`src/rtl/bseq_pkg.sv`:
```
package bseq_pkg;

    typedef enum logic [2:0] {
        ST_IDLE = 3'd0,
        ST_T1   = 3'd1,
        ST_T2   = 3'd2,
        ST_T3   = 3'd3,
        ST_TW   = 3'd4,
        ST_T4   = 3'd5,
        ST_HOLD = 3'd6
    } tstate_e;

    typedef struct packed {
        logic wr;
        logic io;
        logic hi;
    } cyc_attr_t;

    // strobe window shared by T3 and wait states
    function automatic logic mid_cycle(tstate_e s);
        return (s == ST_T3) || (s == ST_TW);
    endfunction

    // transceiver enable window: second half of T2 to first half of T4
    function automatic logic den_window(tstate_e s, logic ph);
        return (s == ST_T2 && ph) || mid_cycle(s) || (s == ST_T4 && !ph);
    endfunction

    // interval in which a write keeps data on the shared lines
    function automatic logic wdata_window(tstate_e s, logic ph);
        return (s == ST_T2) || mid_cycle(s) || (s == ST_T4 && !ph);
    endfunction

    function automatic logic in_cycle(tstate_e s);
        return (s == ST_T1) || (s == ST_T2) || mid_cycle(s) || (s == ST_T4);
    endfunction

endpackage

```
`src/rtl/bseq_fsm.sv`:
```
module bseq_fsm
    import bseq_pkg::*;
(
    input  logic    clk,
    input  logic    rst,
    input  logic    req_valid,
    input  logic    ready,
    input  logic    hold_req,
    output tstate_e st,
    output logic    ph,
    output logic    req_ready,
    output logic    accept,
    output logic    sample_end
);

    tstate_e st_q, st_d;
    logic    ph_q;

    assign st         = st_q;
    assign ph         = ph_q;
    assign req_ready  = (st_q == ST_IDLE) && ph_q && !hold_req;
    assign accept     = req_ready && req_valid;
    assign sample_end = ph_q && mid_cycle(st_q) && ready;

    always_comb begin
        st_d = st_q;
        if (ph_q) begin
            unique case (st_q)
                ST_IDLE: begin
                    if (hold_req)       st_d = ST_HOLD;
                    else if (req_valid) st_d = ST_T1;
                end
                ST_T1:   st_d = ST_T2;
                ST_T2:   st_d = ST_T3;
                ST_T3,
                ST_TW:   st_d = ready ? ST_T4 : ST_TW;
                ST_T4:   st_d = hold_req ? ST_HOLD : ST_IDLE;
                ST_HOLD: if (!hold_req) st_d = ST_IDLE;
                default: st_d = ST_IDLE;
            endcase
        end
    end

    always_ff @(posedge clk) begin
        if (rst) begin
            st_q <= ST_IDLE;
            ph_q <= 1'b0;
        end else begin
            st_q <= st_d;
            ph_q <= ~ph_q;
        end
    end

endmodule

```
`src/rtl/bseq_lat.sv`:
```
module bseq_lat
    import bseq_pkg::*;
#(
    parameter int AW = 20,
    parameter int DW = 16
) (
    input  logic            clk,
    input  logic            rst,
    input  logic            accept,
    input  logic            req_wr,
    input  logic            req_io,
    input  logic            req_hi,
    input  logic [AW-1:0]   req_addr,
    input  logic [DW-1:0]   req_wdata,
    input  logic            sample_end,
    input  logic [DW-1:0]   ad_in,
    output cyc_attr_t       attr,
    output logic [AW-1:0]   addr_q,
    output logic [DW-1:0]   wdata_q,
    output logic [DW-1:0]   rd_data,
    output logic            rd_valid
);

    always_ff @(posedge clk) begin
        if (rst) begin
            attr    <= '0;
            addr_q  <= '0;
            wdata_q <= '0;
        end else if (accept) begin
            attr    <= '{wr: req_wr, io: req_io, hi: req_hi};
            addr_q  <= req_addr;
            wdata_q <= req_wdata;
        end
    end

    always_ff @(posedge clk) begin
        if (rst) begin
            rd_data  <= '0;
            rd_valid <= 1'b0;
        end else begin
            rd_valid <= sample_end && !attr.wr;
            if (sample_end && !attr.wr) rd_data <= ad_in;
        end
    end

endmodule

```
`src/rtl/bseq_drv.sv`:
```
module bseq_drv
    import bseq_pkg::*;
#(
    parameter int AW = 20,
    parameter int DW = 16
) (
    input  tstate_e          st,
    input  logic             ph,
    input  cyc_attr_t        attr,
    input  logic [AW-1:0]    addr_q,
    input  logic [DW-1:0]    wdata_q,
    output logic [DW-1:0]    ad_out,
    output logic             ad_oe,
    output logic [AW-DW-1:0] a_hi,
    output logic             ale,
    output logic             rd_n,
    output logic             wr_n,
    output logic             den,
    output logic             dt_tx,
    output logic             mio,
    output logic             bhe_n,
    output logic             ctl_oe,
    output logic             hlda
);

    logic addr_ph;

    assign addr_ph = (st == ST_T1);
    assign ale     = addr_ph;
    assign a_hi    = addr_ph ? addr_q[AW-1:DW] : '0;
    assign ad_out  = addr_ph ? addr_q[DW-1:0] : wdata_q;
    assign ad_oe   = addr_ph || (attr.wr && wdata_window(st, ph));
    assign bhe_n   = !(addr_ph && attr.hi);

    // read strobe held off for the first half of T2 to let the bus float
    assign rd_n    = !(!attr.wr && ((st == ST_T2 && ph) || mid_cycle(st)));
    assign wr_n    = !(attr.wr && ((st == ST_T2) || mid_cycle(st)));
    assign den     = den_window(st, ph);
    assign dt_tx   = attr.wr && in_cycle(st);
    assign mio     = !attr.io;
    assign hlda    = (st == ST_HOLD);
    assign ctl_oe  = !hlda;

endmodule

```
`src/rtl/bus_cycle_seq.sv`:
```
module bus_cycle_seq
    import bseq_pkg::*;
#(
    parameter int AW = 20,
    parameter int DW = 16
) (
    input  logic             clk,
    input  logic             rst,
    input  logic             req_valid,
    output logic             req_ready,
    input  logic             req_wr,
    input  logic             req_io,
    input  logic             req_hi,
    input  logic [AW-1:0]    req_addr,
    input  logic [DW-1:0]    req_wdata,
    output logic [DW-1:0]    rd_data,
    output logic             rd_valid,
    output logic [DW-1:0]    ad_out,
    input  logic [DW-1:0]    ad_in,
    output logic             ad_oe,
    output logic [AW-DW-1:0] a_hi,
    output logic             ale,
    output logic             rd_n,
    output logic             wr_n,
    output logic             den,
    output logic             dt_tx,
    output logic             mio,
    output logic             bhe_n,
    output logic             ctl_oe,
    input  logic             ready,
    input  logic             hold_req,
    output logic             hlda
);

    tstate_e         st;
    logic            ph;
    logic            accept;
    logic            sample_end;
    cyc_attr_t       attr;
    logic [AW-1:0]   addr_q;
    logic [DW-1:0]   wdata_q;

    bseq_fsm u_fsm (
        .clk        (clk),
        .rst        (rst),
        .req_valid  (req_valid),
        .ready      (ready),
        .hold_req   (hold_req),
        .st         (st),
        .ph         (ph),
        .req_ready  (req_ready),
        .accept     (accept),
        .sample_end (sample_end)
    );

    bseq_lat #(.AW(AW), .DW(DW)) u_lat (
        .clk        (clk),
        .rst        (rst),
        .accept     (accept),
        .req_wr     (req_wr),
        .req_io     (req_io),
        .req_hi     (req_hi),
        .req_addr   (req_addr),
        .req_wdata  (req_wdata),
        .sample_end (sample_end),
        .ad_in      (ad_in),
        .attr       (attr),
        .addr_q     (addr_q),
        .wdata_q    (wdata_q),
        .rd_data    (rd_data),
        .rd_valid   (rd_valid)
    );

    bseq_drv #(.AW(AW), .DW(DW)) u_drv (
        .st      (st),
        .ph      (ph),
        .attr    (attr),
        .addr_q  (addr_q),
        .wdata_q (wdata_q),
        .ad_out  (ad_out),
        .ad_oe   (ad_oe),
        .a_hi    (a_hi),
        .ale     (ale),
        .rd_n    (rd_n),
        .wr_n    (wr_n),
        .den     (den),
        .dt_tx   (dt_tx),
        .mio     (mio),
        .bhe_n   (bhe_n),
        .ctl_oe  (ctl_oe),
        .hlda    (hlda)
    );

endmodule

```
`config.mk`:
```
export PLATFORM = sky130hd
export DESIGN_NAME = bus_cycle_seq
export DESIGN_NICKNAME = d
export VERILOG_FILES = /design/src/rtl/bseq_pkg.sv /design/src/rtl/bseq_fsm.sv /design/src/rtl/bseq_lat.sv /design/src/rtl/bseq_drv.sv /design/src/rtl/bus_cycle_seq.sv
export SDC_FILE = /design/constraint.sdc
export NUM_CORES = 1
export LEC_CHECK = 0
export BUFFER_PORTS_ARGS = -buffer_cell sky130_fd_sc_hd__buf_2
export CAP_MARGIN = 25
export CORE_UTILIZATION = 43
export CTS_CLUSTER_SIZE = 10
export DETAILED_ROUTE_END_ITERATION = 12
export PLACE_DENSITY_LB_ADDON = 0.12
export SYNTH_ARGS = -nofsm -noshare
export SYNTH_HDL_FRONTEND = slang
export SYNTH_SLANG_ARGS = --single-unit
```
`constraint.sdc`:
```
create_clock -name clk -period 4.41 [get_ports clk]
set_input_delay 1.1025 -clock clk [delete_from_list [all_inputs] [get_ports clk]]
set_output_delay 1.1025 -clock clk [all_outputs]
set_load 0.005 [all_outputs]
```
; ---- Word-level counts from Yosys, hierarchy flattened
; Index checks and enable logic that the tools add are counted.
; Widths: inputs -> output; s select.
[classes]
magnitude_cmp = 0
bitwise = 1
addsub = 0
eq_ne = 8
div_mod_pow = 0
muxes = 8
n_shift = 0
reduce_logical = 33
n_mul = 0
[op_table]
columns = operator, count
row1 = $pmux 3 s6, 1
row2 = $mux 16, 1
row3 = $logic_and 1x1->1, 13
row4 = $mux 3, 4
row5 = $eq 3x3->1 const B, 3
row6 = $logic_or 1x1->1, 9
row7 = $logic_not 1->1, 8
row8 = $eq 3x2->1 const B, 2
row9 = $mux 4, 1
row10 = $eq 3x1->1 const B, 1
row11 = $logic_not 3->1, 1
row12 = $ne 3x3->1 const B, 1
row13 = $reduce_and 3->1, 1
row14 = $ne 2x2->1 const B, 1
row15 = $reduce_or 2->1, 1
row16 = $mux 1, 1
row17 = $not 1->1, 1
[word_totals]
latchBits = 0
output_inout_bits = 48
reg_bits = 60
mem_bits_ro = 0
memories = 0
in_bits = 60
ramBits = 0
word_cells = 59

; ---- Depth between registers and ports, before layout
; Gate-level depths: netlist of run 1.
[logic_depth]
ltp_word = 6
ltp_mapped = 7
depth_no_buf = 4

; ---- Modules after synthesis
; From an unflattened synthesis of run 1, not the netlist that was laid out.
[hier_totals]
hier_cells = 282
area_unflattened_um2 = 2895.3
[modules_own_cells]
columns = mod, cells_each, area_per_inst_um2, n_inst, seq_area_each_um2
row1 = bseq_lat, 200, 2198.4, 1, 1121.1
row2 = bseq_drv, 43, 409.1, 1, 0.0
row3 = bseq_fsm, 39, 287.8, 1, 80.1

; ---- Least setup slack after synthesis of run 1
; OpenSTA, ideal clock, no wires.
[synth_path]
path_type = register -> output
from = register u_fsm.st_q[1], in the netlist u_fsm.st[1]
to = output ad_out[10]
t_arrival_ps = 1447
stages_incl_launch_ff = 6
slack_ps = 1860
n_path_buf = 2
cell_sequence = dfxtp_1 > nor2_1 > and2_1 > buf_2 > buf_4 > mux2_2
[synth_via]
elab_chain_cells = 2
[synth_rtl]
columns = element, line
row1 = from (decl), bseq_fsm.sv:16  ; tstate_e st_q, st_d;
row2 = from (signal assigned), bseq_fsm.sv:49  ; st_q <= st_d;
row3 = $eq 3x1->1, bseq_drv.sv:28  ; assign addr_ph = (st == ST_T1);
row4 = via ale, bus_cycle_seq.sv:22  ; output logic ale,
row5 = $mux 16, bseq_drv.sv:31  ; assign ad_out = addr_ph ? addr_q[DW-1:0] : wdata_q;
row6 = to (decl), bus_cycle_seq.sv:18  ; output logic [DW-1:0] ad_out,
; The timed path passes the listed nets, and every way through them passes these cells.

; ---- Worst setup path in the final report of run 1
[layout_path]
from = register u_fsm.st_q[1], in the netlist u_fsm.st[1]
to = output ad_out[3]
[layout_via]
elab_chain_cells = 2
[layout_rtl]
columns = element, line
row1 = $eq 3x1->1, bseq_drv.sv:28
row2 = $mux 16, bseq_drv.sv:31
; No other way between the ends.

==> flow_metrics.py, run 1 <==
metrics = {
    "critical_path": {
        "worstSetupPathType": "reg2out",
        "end_kind": "output pin",
        "critPathRequiredTime_ns": 3.31,
        "r2r_end": "u_lat.wdata_q[11]",
        "crit_path_max_fanout": 19,
        "r2r_start": "u_fsm.st[1]",
        "cp.arrival_ns": 2.49,
        "reg2reg_slack_ns": 2.22,
        "start_kind": "register",
        "r2r_cells": 5,
    },
    "clocking": {
        "cts_hold_buf": 0,
        "post_cts_buffers": 0,
        "htreeDepth": 3,
        "clk_pin_slew_ns": 0.07,
        "clk_latency_ns": 0.33,
        "clkSinkCount": 60,
        "cts.repair.resized": 0,
        "cts-root-buf": "clkbuf_8",
        "cts_buffer_depth": 2,
        "cts_buffers": 9,
        "cts_tree": "yes",
    },
    "layout": {
        "fin_area_mm2": 0.00333,
        "fillers": 577,
        "finalNetCount": 463,
        "insertedDiodeCount": 0,
        "drive_above_1_share_pct": 35.3,
        "area_growth_pct": 31.3,
    },
    "synthesis": {
        "synth_top_family_by_area": "simple AND/OR/NAND/NOR gates",
        "synth_common_cells": "nand2_1, dfxtp_1, a21oi_1, nor2_1",
        "ys_ff_latch": 60,
        "synthSimpleGateAreaFrac_pct": 20.6,
        "synth-xor-area-share_pct": 0,
        "synth_ff_type": "dfxtp_1",
        "syn-cell-area_mm2": 0.00253,
        "synth_top_area_cell": "dfxtp_1",
        "synth_nets": 365,
        "avgSynthCellArea_um2": 8.31,
        "synth_top_area_share_pct": 47.4,
        "synth_compound_gate_area_share_pct": 12.9,
        "yosys.area_share.adder_pct": 0,
        "async_flop_share_pct": 0,
        "yosysWarnings": 0,
        "synthMuxAreaShare_pct": 13.4,
        "syn_inst": 305,
        "yosysSeqAreaShare_pct": 47.4,
        "synth_most_common_cell": "nand2_1",
        "synth.distinct_cells": 30,
        "synth_area_leaders": "dfxtp_1, nand2_1, a21oi_1, mux2_2, mux2i_1",
        "synth_edf_count": 0,
    },
    "routing": {
        "viasPerCell": 4.86,
        "wl_per_cell_um": 12.1,
        "drt_iter0_drc": 99,
        "totalWireLength_um": 5810,
        "postRouteAntennaNets": 0,
        "vias": 2332,
        "drc": 0,
        "drtPass1Iterations": 6,
    },
    "pwr": {
        "p_per_area_mw_per_mm2": 377,
        "ir_worst_vdd_uv": 225,
        "leakagePower_nw": 1.47,
    },
    "floorplanning": {
        "initial_utilization_pct": 45.2,
        "dieWidth_um": 78.8,
        "rows": 27,
        "fp.dieH_um": 78.8,
        "die_area_mm2": 0.00620,
        "ios": 108,
        "fp.coreArea_mm2": 0.00561,
    },
    "flow_run": {
        "cap_viol_max_count": 0,
    },
    "place": {
        "gp_congestion": 0.763,
        "place_area_mm2": 0.00307,
        "hpwl_um": 3970,
        "post-place-ws_ns": 1.17,
        "portBuffers": 107,
    },
    "min_path": {
        "hold_class": "reg2reg",
        "hold_end": "u_lat.wdata_q[4]",
        "hold_depth": 2,
        "min-delay-start": "u_lat.wdata_q[4]",
    },
    "timing": {
        "fmax_mhz": 278,
        "min_period_over_period_pct": 81.5,
        "slew_headroom_pct": 39.4,
        "drv_slew": 0,
        "hold_ws_ns": 0.453,
        "finalHoldViolCount": 0,
        "finClkSkew_ns": 0.00752,
        "fin_tns_setup_ns": 0,
        "rsz0062_at_grt": "no",
        "min_period_ns": 3.59,
        "tightest_slew_ns": 0.910,
        "worst_slack_ns": 0.818,
        "finalSetupViolations": 0,
    },
    "global_route": {
        "antenna_found_initial": 0,
        "grt_pass1_vias": 2082,
        "grt_max_degree": 41,
        "grt_first_pass_wirelength_um": 9150,
        "grt_use_total_pct": 19.1,
        "overflow": 0,
    },
    "run_status": {
        "status": "finished clean",
    },
}
layout by cell type (no fill, tap or decap), drive strengths merged:
cell type and instances:
a2bb2oi 1, o31ai 1, nor4b 1, dfxtp 60, a311oi 1, clkinvlp 1, clkbuf 13, a211oi 2
bufinv 2, nor2b 2, nor3 2, and2 1, inv 4, a21o 3, nand2 87, nor2 23
nand3b 1, and4 1, nand2b 1, or3b 1, a21oi 45, nand4 1, o21ai 5, mux2i 16
and3 5, mux2 16, buf 111, a221o 1
through the flow:
stage | total power (W) | util, % | instances
after floorplan | 0.000650 | - | 305
after detailed placement | 0.000700 | 54.8 | 463
after global placement | 0.000696 | 54.5 | 462
final | 0.00125 | 59.3 | 480
after CTS | 0.00127 | 59.0 | 479
after global routing | 0.00131 | 59.3 | 480
state kept, by name, summed over array words and instances, names as in the netlist:
signal and flops:
u_lat.rd_valid 1, u_lat.attr 3, u_fsm.st 3, u_fsm.ph 1, u_lat.addr_q 20, u_lat.rd_data 16, u_lat.wdata_q 16
how the worst max path moves through the flow:
stage                            from         end  slack (ns)
after floorplan           u_fsm.st[1]  ad_out[10]        1.86
after global routing      u_fsm.st[1]   ad_out[3]        0.61
after detailed placement  u_fsm.st[1]   ad_out[3]        1.17
final                     u_fsm.st[1]   ad_out[3]        0.82
after CTS                 u_fsm.st[1]   ad_out[3]        0.80
after global placement    u_fsm.st[1]   ad_out[6]        1.25
power by group:
part           switching, W  internal (W)  total (W)
sequential        0.0000164      0.000556   0.000572
combinational     0.0000590     0.0000574   0.000116
clock              0.000201      0.000365   0.000566
total              0.000277      0.000978    0.00125
per-layer routing:
metal,up-vias,track usage [%],part of all wire (%)
met5,-,0,0
met1,1044,22.0,45
met4,0,7.41,0.98
li1,1204,-,-
met3,5,7.59,6.8
met2,79,31.5,47
logic make-up after synthesis:
| group | count (synthesis) |
|---|---|
| buffers and inverters | 28 |
| multiplexers | 32 |
| flip-flops | 60 |
| AO/OA/AOI/OAI | 59 |
| AND/OR/NAND/NOR | 126 |
worst max-delay path: stages, from the launching register on:
cell and delay [ns]:
dfxtp_1 0.42, nor2_1 0.39, and2_1 0.80, mux2_2 0.43, buf_2 0.13
layout make-up:
class                   instances  area, um^2  area share, %
flip-flops and latches         60        1200           36.1
clock buffers                  13         169           5.08
well taps                      72        90.1           2.71
repair buffers                111         586           17.6
inverters                       4        15.0          0.451
multi-input cells             217        1200           36.0
clock inverters                 3        67.6           2.03
No activity file was read; power rests on OpenSTA's default activity.
==> run 2: changes to the inputs <==
Clock period 4.41 ns to 3.13 ns, I/O delays scaled along.
==> run 2 against run 1 <==
Effect of this change:
- wire length shrank 0.62%
- design area grew 0.49%
- critical path depth grew 1
- clock power grew 53%
- critical path type unchanged
- critical endpoint is now ad_out[15]
- largest cell class unchanged
==> flow_metrics.py, run 2 (synthesis gave the netlist of run 1 again) <==
metrics = {
    "critical_path": {
        "reg2reg_slack_ns": 1.22,
        "end_kind": "output pin",
        "cp.arrival_ns": 1.81,
        "start_kind": "register",
        "worstSetupPathType": "reg2out",
        "crit_path_max_fanout": 19,
        "critPathRequiredTime_ns": 2.35,
        "r2r_start": "u_fsm.st[2]",
        "r2r_end": "u_lat.rd_data[12]",
        "r2r_cells": 5,
    },
    "global_route": {
        "antenna_found_initial": 0,
        "grt_max_degree": 40,
        "grt_use_total_pct": 19.8,
        "grt_pass1_vias": 2130,
        "overflow": 0,
        "grt_first_pass_wirelength_um": 9570,
    },
    "floorplanning": {
        "rows": 27,
        "initial_utilization_pct": 45.2,
        "dieWidth_um": 78.8,
        "ios": 108,
        "die_area_mm2": 0.00620,
        "fp.dieH_um": 78.8,
        "fp.coreArea_mm2": 0.00561,
    },
    "timing": {
        "rsz0062_at_grt": "no",
        "slew_headroom_pct": 64.4,
        "drv_slew": 0,
        "finClkSkew_ns": 0.00417,
        "min_period_over_period_pct": 82.9,
        "tightest_slew_ns": 0.534,
        "fin_tns_setup_ns": 0,
        "finalHoldViolCount": 0,
        "min_period_ns": 2.59,
        "fmax_mhz": 385,
        "finalSetupViolations": 0,
    },
    "routing": {
        "postRouteAntennaNets": 0,
        "viasPerCell": 4.84,
        "vias": 2339,
        "drt_iter0_drc": 91,
        "wl_per_cell_um": 12.0,
        "totalWireLength_um": 5780,
        "drc": 0,
        "drtPass1Iterations": 4,
    },
    "pwr": {
        "pwr-share-clk_pct": 47.1,
        "leakagePower_nw": 1.49,
        "p_per_area_mw_per_mm2": 549,
        "internal_power_w": 0.00144,
        "seqPwrFrac_pct": 43.6,
        "p_switching_w": 0.000397,
        "p_sw_share_pct": 21.6,
        "ir_worst_vdd_uv": 325,
        "power_frac_comb_pct": 9.3,
    },
    "clocking": {
        "htreeDepth": 3,
        "cts_hold_buf": 0,
        "cts_buffer_depth": 2,
        "cts_buffers": 9,
        "cts-root-buf": "clkbuf_8",
        "clk_pin_slew_ns": 0.06,
        "clk_latency_ns": 0.33,
        "cts.repair.resized": 0,
        "clkSinkCount": 60,
        "cts_tree": "yes",
        "post_cts_buffers": 0,
    },
    "place": {
        "portBuffers": 107,
        "post-place-cells": 467,
        "gp_congestion": 0.821,
        "hpwl_um": 3910,
    },
    "layout": {
        "most-common-layout-cells": "buf_2, nand2_1, dfxtp_1, a21oi_1, nor2_1",
        "drive_above_1_share_pct": 35.8,
        "mostFrequentLayoutCell": "buf_2",
        "stdcell_count": 483,
        "insertedDiodeCount": 0,
        "seq_area_mm2": 0.00120,
        "multiInputGateArea_mm2": 0.00120,
        "largest_reg_flops": 20,
        "reg_top3": "u_lat.addr_q (20), u_lat.rd_data (16), u_lat.wdata_q (16)",
        "regMostFlops": "u_lat.addr_q",
        "fillers": 569,
        "finalNetCount": 466,
        "area_growth_pct": 31.9,
    },
    "min_path": {
        "min-delay-start": "u_lat.addr_q[16]",
        "hold_end": "u_lat.addr_q[16]",
        "hold_depth": 2,
        "hold_class": "reg2reg",
    },
    "run_status": {
        "status": "finished clean",
    },
    "flow_run": {
        "cap_viol_max_count": 0,
    },
}
==> run 2: cell count changes in the layout (fill, tap and decap cells not counted) <==
cell	delta
buf_8	-1
clkinvlp_4	-1
clkbuf_8	-1
clkinv_2	+1
buf_4	+5
bufinv_16	+1
buf_12	-1
==> run 2: worst max path at each step <==
stage                      startpoint    endpoint  cells after the start  slack, ns
after floorplan           u_fsm.st[1]  ad_out[10]                      5       0.90
after global placement    u_fsm.st[0]  ad_out[14]                      5       0.93
after detailed placement  u_fsm.st[2]   ad_out[5]                      5       0.88
after CTS                 u_fsm.st[2]   ad_out[5]                      5       0.51
after global routing      u_fsm.st[2]  ad_out[15]                      5       0.35
final                     u_fsm.st[1]  ad_out[15]                      5       0.54
==> run 2: power by group through the flow <==
| stage | clock [W] | sequential [W] | combinational, W |
|---|---|---|---|
| floorplan | 0 | 0.000809 | 0.000108 |
| global placement | 0 | 0.000817 | 0.000171 |
| detailed placement | 0 | 0.000818 | 0.000172 |
| CTS | 0.000882 | 0.000801 | 0.000173 |
| global route | 0.000914 | 0.000804 | 0.000193 |
| finish | 0.000864 | 0.000801 | 0.000170 |
==> run 2: cell type report <==
cell class              instances  area share [%]
well taps                      72            2.70
multi-input cells             217            35.8
repair buffers                114            17.6
inverters                       4           0.449
clock inverters                 4            2.85
clock buffers                  12            4.64
flip-flops and latches         60            35.9
==> run 2: metrics by stage <==
| stage | cell area, um^2 | hold slack (ns) | total power [W] | setup WS (ns) | utilization, % |
|---|---|---|---|---|---|
| global route | 3340 | 0.466 | 0.00191 | 0.346 | 59.6 |
| detailed placement | 3090 | 0.447 | 0.000990 | 0.879 | 55.1 |
| global placement | 3090 | 0.440 | 0.000988 | 0.932 | 55.1 |
| floorplan | 2530 | 0.432 | 0.000916 | 0.900 | - |
| CTS | 3340 | 0.456 | 0.00186 | 0.507 | 59.6 |
| finish | 3340 | 0.451 | 0.00184 | 0.536 | 59.6 |
==> run 2: per-layer routing <==
metal  global-route usage [%]  share of wire [%]  up-vias
li1                         -                  -     1212
met1                     23.5                 45     1057
met2                     32.3                 47       61
met3                     5.86                6.5        9
met4                     10.6                2.1        0
met5                        0                  0        -
==> run 2: critical path: stages (launching register included) <==
cell	delay, ns
dfxtp_1	0.42
nor2_1	0.16
and2_1	0.14
buf_4	0.26
mux2_2	0.37
buf_2	0.13
==> run 3: changes to the inputs <==
Settings changed: ABC_AREA from default to 1.
Clock period 3.13 ns to 2.6 ns, I/O delays scaled along.
==> run 3 against run 2 <==
Effect of this change:
- sequential power is 23% higher
- register-to-register slack worse by 0.39 ns
- synthesized cell count is 69% higher
- final cell count is 48% higher
- hold slack better by 0.012 ns
- total power is 18% higher
- synthesized area is 21% higher
- highest routed layer unchanged
- core utilization is 3.2 points lower
- critical path depth stayed put
- design area is 15% higher
- die area is 21% higher
==> flow_metrics.py, run 3 <==
metrics = {
    "synthesis": {
        "yosysWarnings": 0,
        "synth_top_area_share_pct": 39.2,
        "synth_top_area_cell": "dfxtp_1",
        "syn-cell-area_mm2": 0.00307,
        "ys_ff_latch": 60,
        "synth_nets": 575,
        "avgSynthCellArea_um2": 5.96,
        "synth_area_leaders": "dfxtp_1, nand2_1, nor2_1, inv_1, nand4_1",
        "synth.distinct_cells": 22,
        "yosysSeqAreaShare_pct": 39.2,
        "synth_ff_type": "dfxtp_1",
        "synth_most_common_cell": "nand2_1",
        "async_flop_share_pct": 0,
        "syn_inst": 515,
        "synth_edf_count": 0,
        "synth_common_cells": "nand2_1, nor2_1, inv_1, dfxtp_1, nand4_1",
    },
    "clocking": {
        "clkSinkCount": 60,
        "htreeDepth": 3,
        "clk_pin_slew_ns": 0.07,
        "cts_buffer_depth": 2,
        "cts.repair.resized": 0,
        "cts_hold_buf": 0,
        "clk_latency_ns": 0.33,
        "cts-root-buf": "clkbuf_8",
        "cts_buffers": 9,
        "cts_tree": "yes",
        "post_cts_buffers": 0,
    },
    "global_route": {
        "busiest_layer": "met2",
        "grt_pass1_vias": 2653,
        "grt_first_pass_wirelength_um": 11500,
        "grt_use_total_pct": 19.4,
        "overflow": 0,
        "use_met3_pct": 4.57,
        "grt_use_met1_pct": 23.9,
        "grt_util_met2_pct": 32.6,
        "antenna_found_initial": 0,
        "grt_max_degree": 79,
    },
    "layout": {
        "largest_reg_flops": 20,
        "fin_area_mm2": 0.00385,
        "insertedDiodeCount": 0,
        "fillers": 701,
        "most-common-layout-cells": "nand2_1, nor2_1, buf_2, inv_1, dfxtp_1",
        "area_growth_pct": 25.5,
        "regMostFlops": "u_lat.addr_q",
        "reg_top3": "u_lat.addr_q (20), u_lat.rd_data (16), u_lat.wdata_q (16)",
        "mostFrequentLayoutCell": "nand2_1",
        "finalNetCount": 673,
        "drive_above_1_share_pct": 22.2,
    },
    "timing": {
        "rsz0062_at_grt": "no",
        "finClkSkew_ns": 0.0109,
        "drv_slew": 0,
        "fin_tns_setup_ns": 0,
        "slew_headroom_pct": 62.0,
        "min_period_over_period_pct": 88.7,
        "fmax_mhz": 433,
        "tightest_slew_ns": 0.570,
        "finalHoldViolCount": 0,
        "min_period_ns": 2.31,
        "finalSetupViolations": 0,
    },
    "floorplanning": {
        "ios": 108,
        "initial_utilization_pct": 44.9,
        "dieWidth_um": 86.5,
        "rows": 30,
        "fp.coreArea_mm2": 0.00683,
        "fp.dieH_um": 86.5,
        "die_area_mm2": 0.00748,
    },
    "routing": {
        "wl_per_cell_um": 9.68,
        "drc": 0,
        "viasPerCell": 4.25,
        "totalWireLength_um": 6910,
        "drtPass1Iterations": 4,
        "drt_iter0_drc": 108,
        "postRouteAntennaNets": 0,
        "vias": 3038,
    },
    "flow_run": {
        "cap_viol_max_count": 0,
    },
    "place": {
        "place_area_mm2": 0.00365,
        "hpwl_um": 4730,
        "portBuffers": 107,
        "gp_congestion": 0.829,
    },
    "critical_path": {
        "crit_slowest_cell": "dfxtp_1",
        "critPathRequiredTime_ns": 1.95,
        "path_buf_inv": 2,
        "worstSetupPathType": "reg2out",
        "end_kind": "output pin",
        "crit_top_cell": "nand2_1",
        "worstSetupPathDepth": 5,
        "crit_path_max_fanout": 18,
        "r2r_cells": 6,
        "max_stage_delay_ns": 0.58,
        "critical_path.top_delay_family": "flip-flops",
        "start_kind": "register",
        "crit_chain": "nand3_1 > inv_2 > nand2_1 > nand2_1 > buf_2",
        "cp.arrival_ns": 1.66,
    },
    "min_path": {
        "hold_depth": 1,
        "hold_class": "reg2reg",
    },
    "pwr": {
        "p_per_area_mw_per_mm2": 563,
        "leakagePower_nw": 2.17,
        "ir_worst_vdd_uv": 339,
    },
    "run_status": {
        "status": "finished clean",
    },
}
run 3: cell types whose count changed after synthesis, sizes merged, moves of 5 or more:
cell / before / now
nand2: 87 / 177
nand3: 0 / 8
inv: 4 / 104
buf: 11 / 17
mux2: 16 / 0
mux2i: 16 / 0
a21oi: 45 / 3
nand4: 1 / 20
nor2: 23 / 109
clkbuf: 13 / 8
and3: 5 / 0
run 3: metrics by stage:
stage,worst slack [ns],util [%],hold slack [ns],cells,total power (W)
2_1_floorplan,0.787,-,0.426,515,0.00122
3_3_place_gp,0.708,53.4,0.444,698,0.00133
3_5_place_dp,0.649,53.4,0.449,698,0.00133
4_1_cts,0.277,56.4,0.465,714,0.00219
5_1_grt,0.105,56.4,0.488,714,0.00229
6_report,0.293,56.4,0.463,714,0.00217
run 3: report_power, final:
group | internal [W] | leakage (nW) | switching [W]
clock | 0.000492 | 0.102 | 0.000366
sequential | 0.000959 | 0.487 | 0.0000294
combinational | 0.000131 | 1.58 | 0.000190
total | 0.00158 | 2.17 | 0.000586
run 3: cells by family (layout without fill, tap and decap cells):
kind of cell / Yosys count / after routing / share of synthesized area [%]
AND/OR/NAND/NOR: 316 / 316 / 42.0
AO/OA/AOI/OAI: 10 / 10 / 2.08
flip-flops: 60 / 60 / 39.2
buffers and inverters: 129 / 232 / 16.8
run 3: final timing paths:
| path | start | end | slack (ns) |
|---|---|---|---|
| min reg2reg | u_fsm.ph | u_fsm.ph | 0.46 |
| min | u_fsm.ph | u_fsm.ph | 0.46 |
| max | u_fsm.st[0] | ad_out[13] | 0.29 |
| max reg2reg | u_fsm.st[0] | u_lat.rd_data[15] | 0.83 |
run 3: area by class of cell:
cell class | count | area, um^2 | area share (%)
clock buffer | 12 | 155 | 4.03
clock inverter | 4 | 47.5 | 1.23
inverter | 104 | 390 | 10.1
multi-input combinational | 326 | 1350 | 35.1
sequential | 60 | 1200 | 31.2
tap | 96 | 120 | 3.12
timing repair buffer | 112 | 586 | 15.2
run 3: per-layer routing:
metal | vias to the layer above | wire (um)
met3 | 6 | 379
met5 | - | 0
li1 | 1685 | -
met1 | 1269 | 3290
met2 | 78 | 3170
met4 | 0 | 66
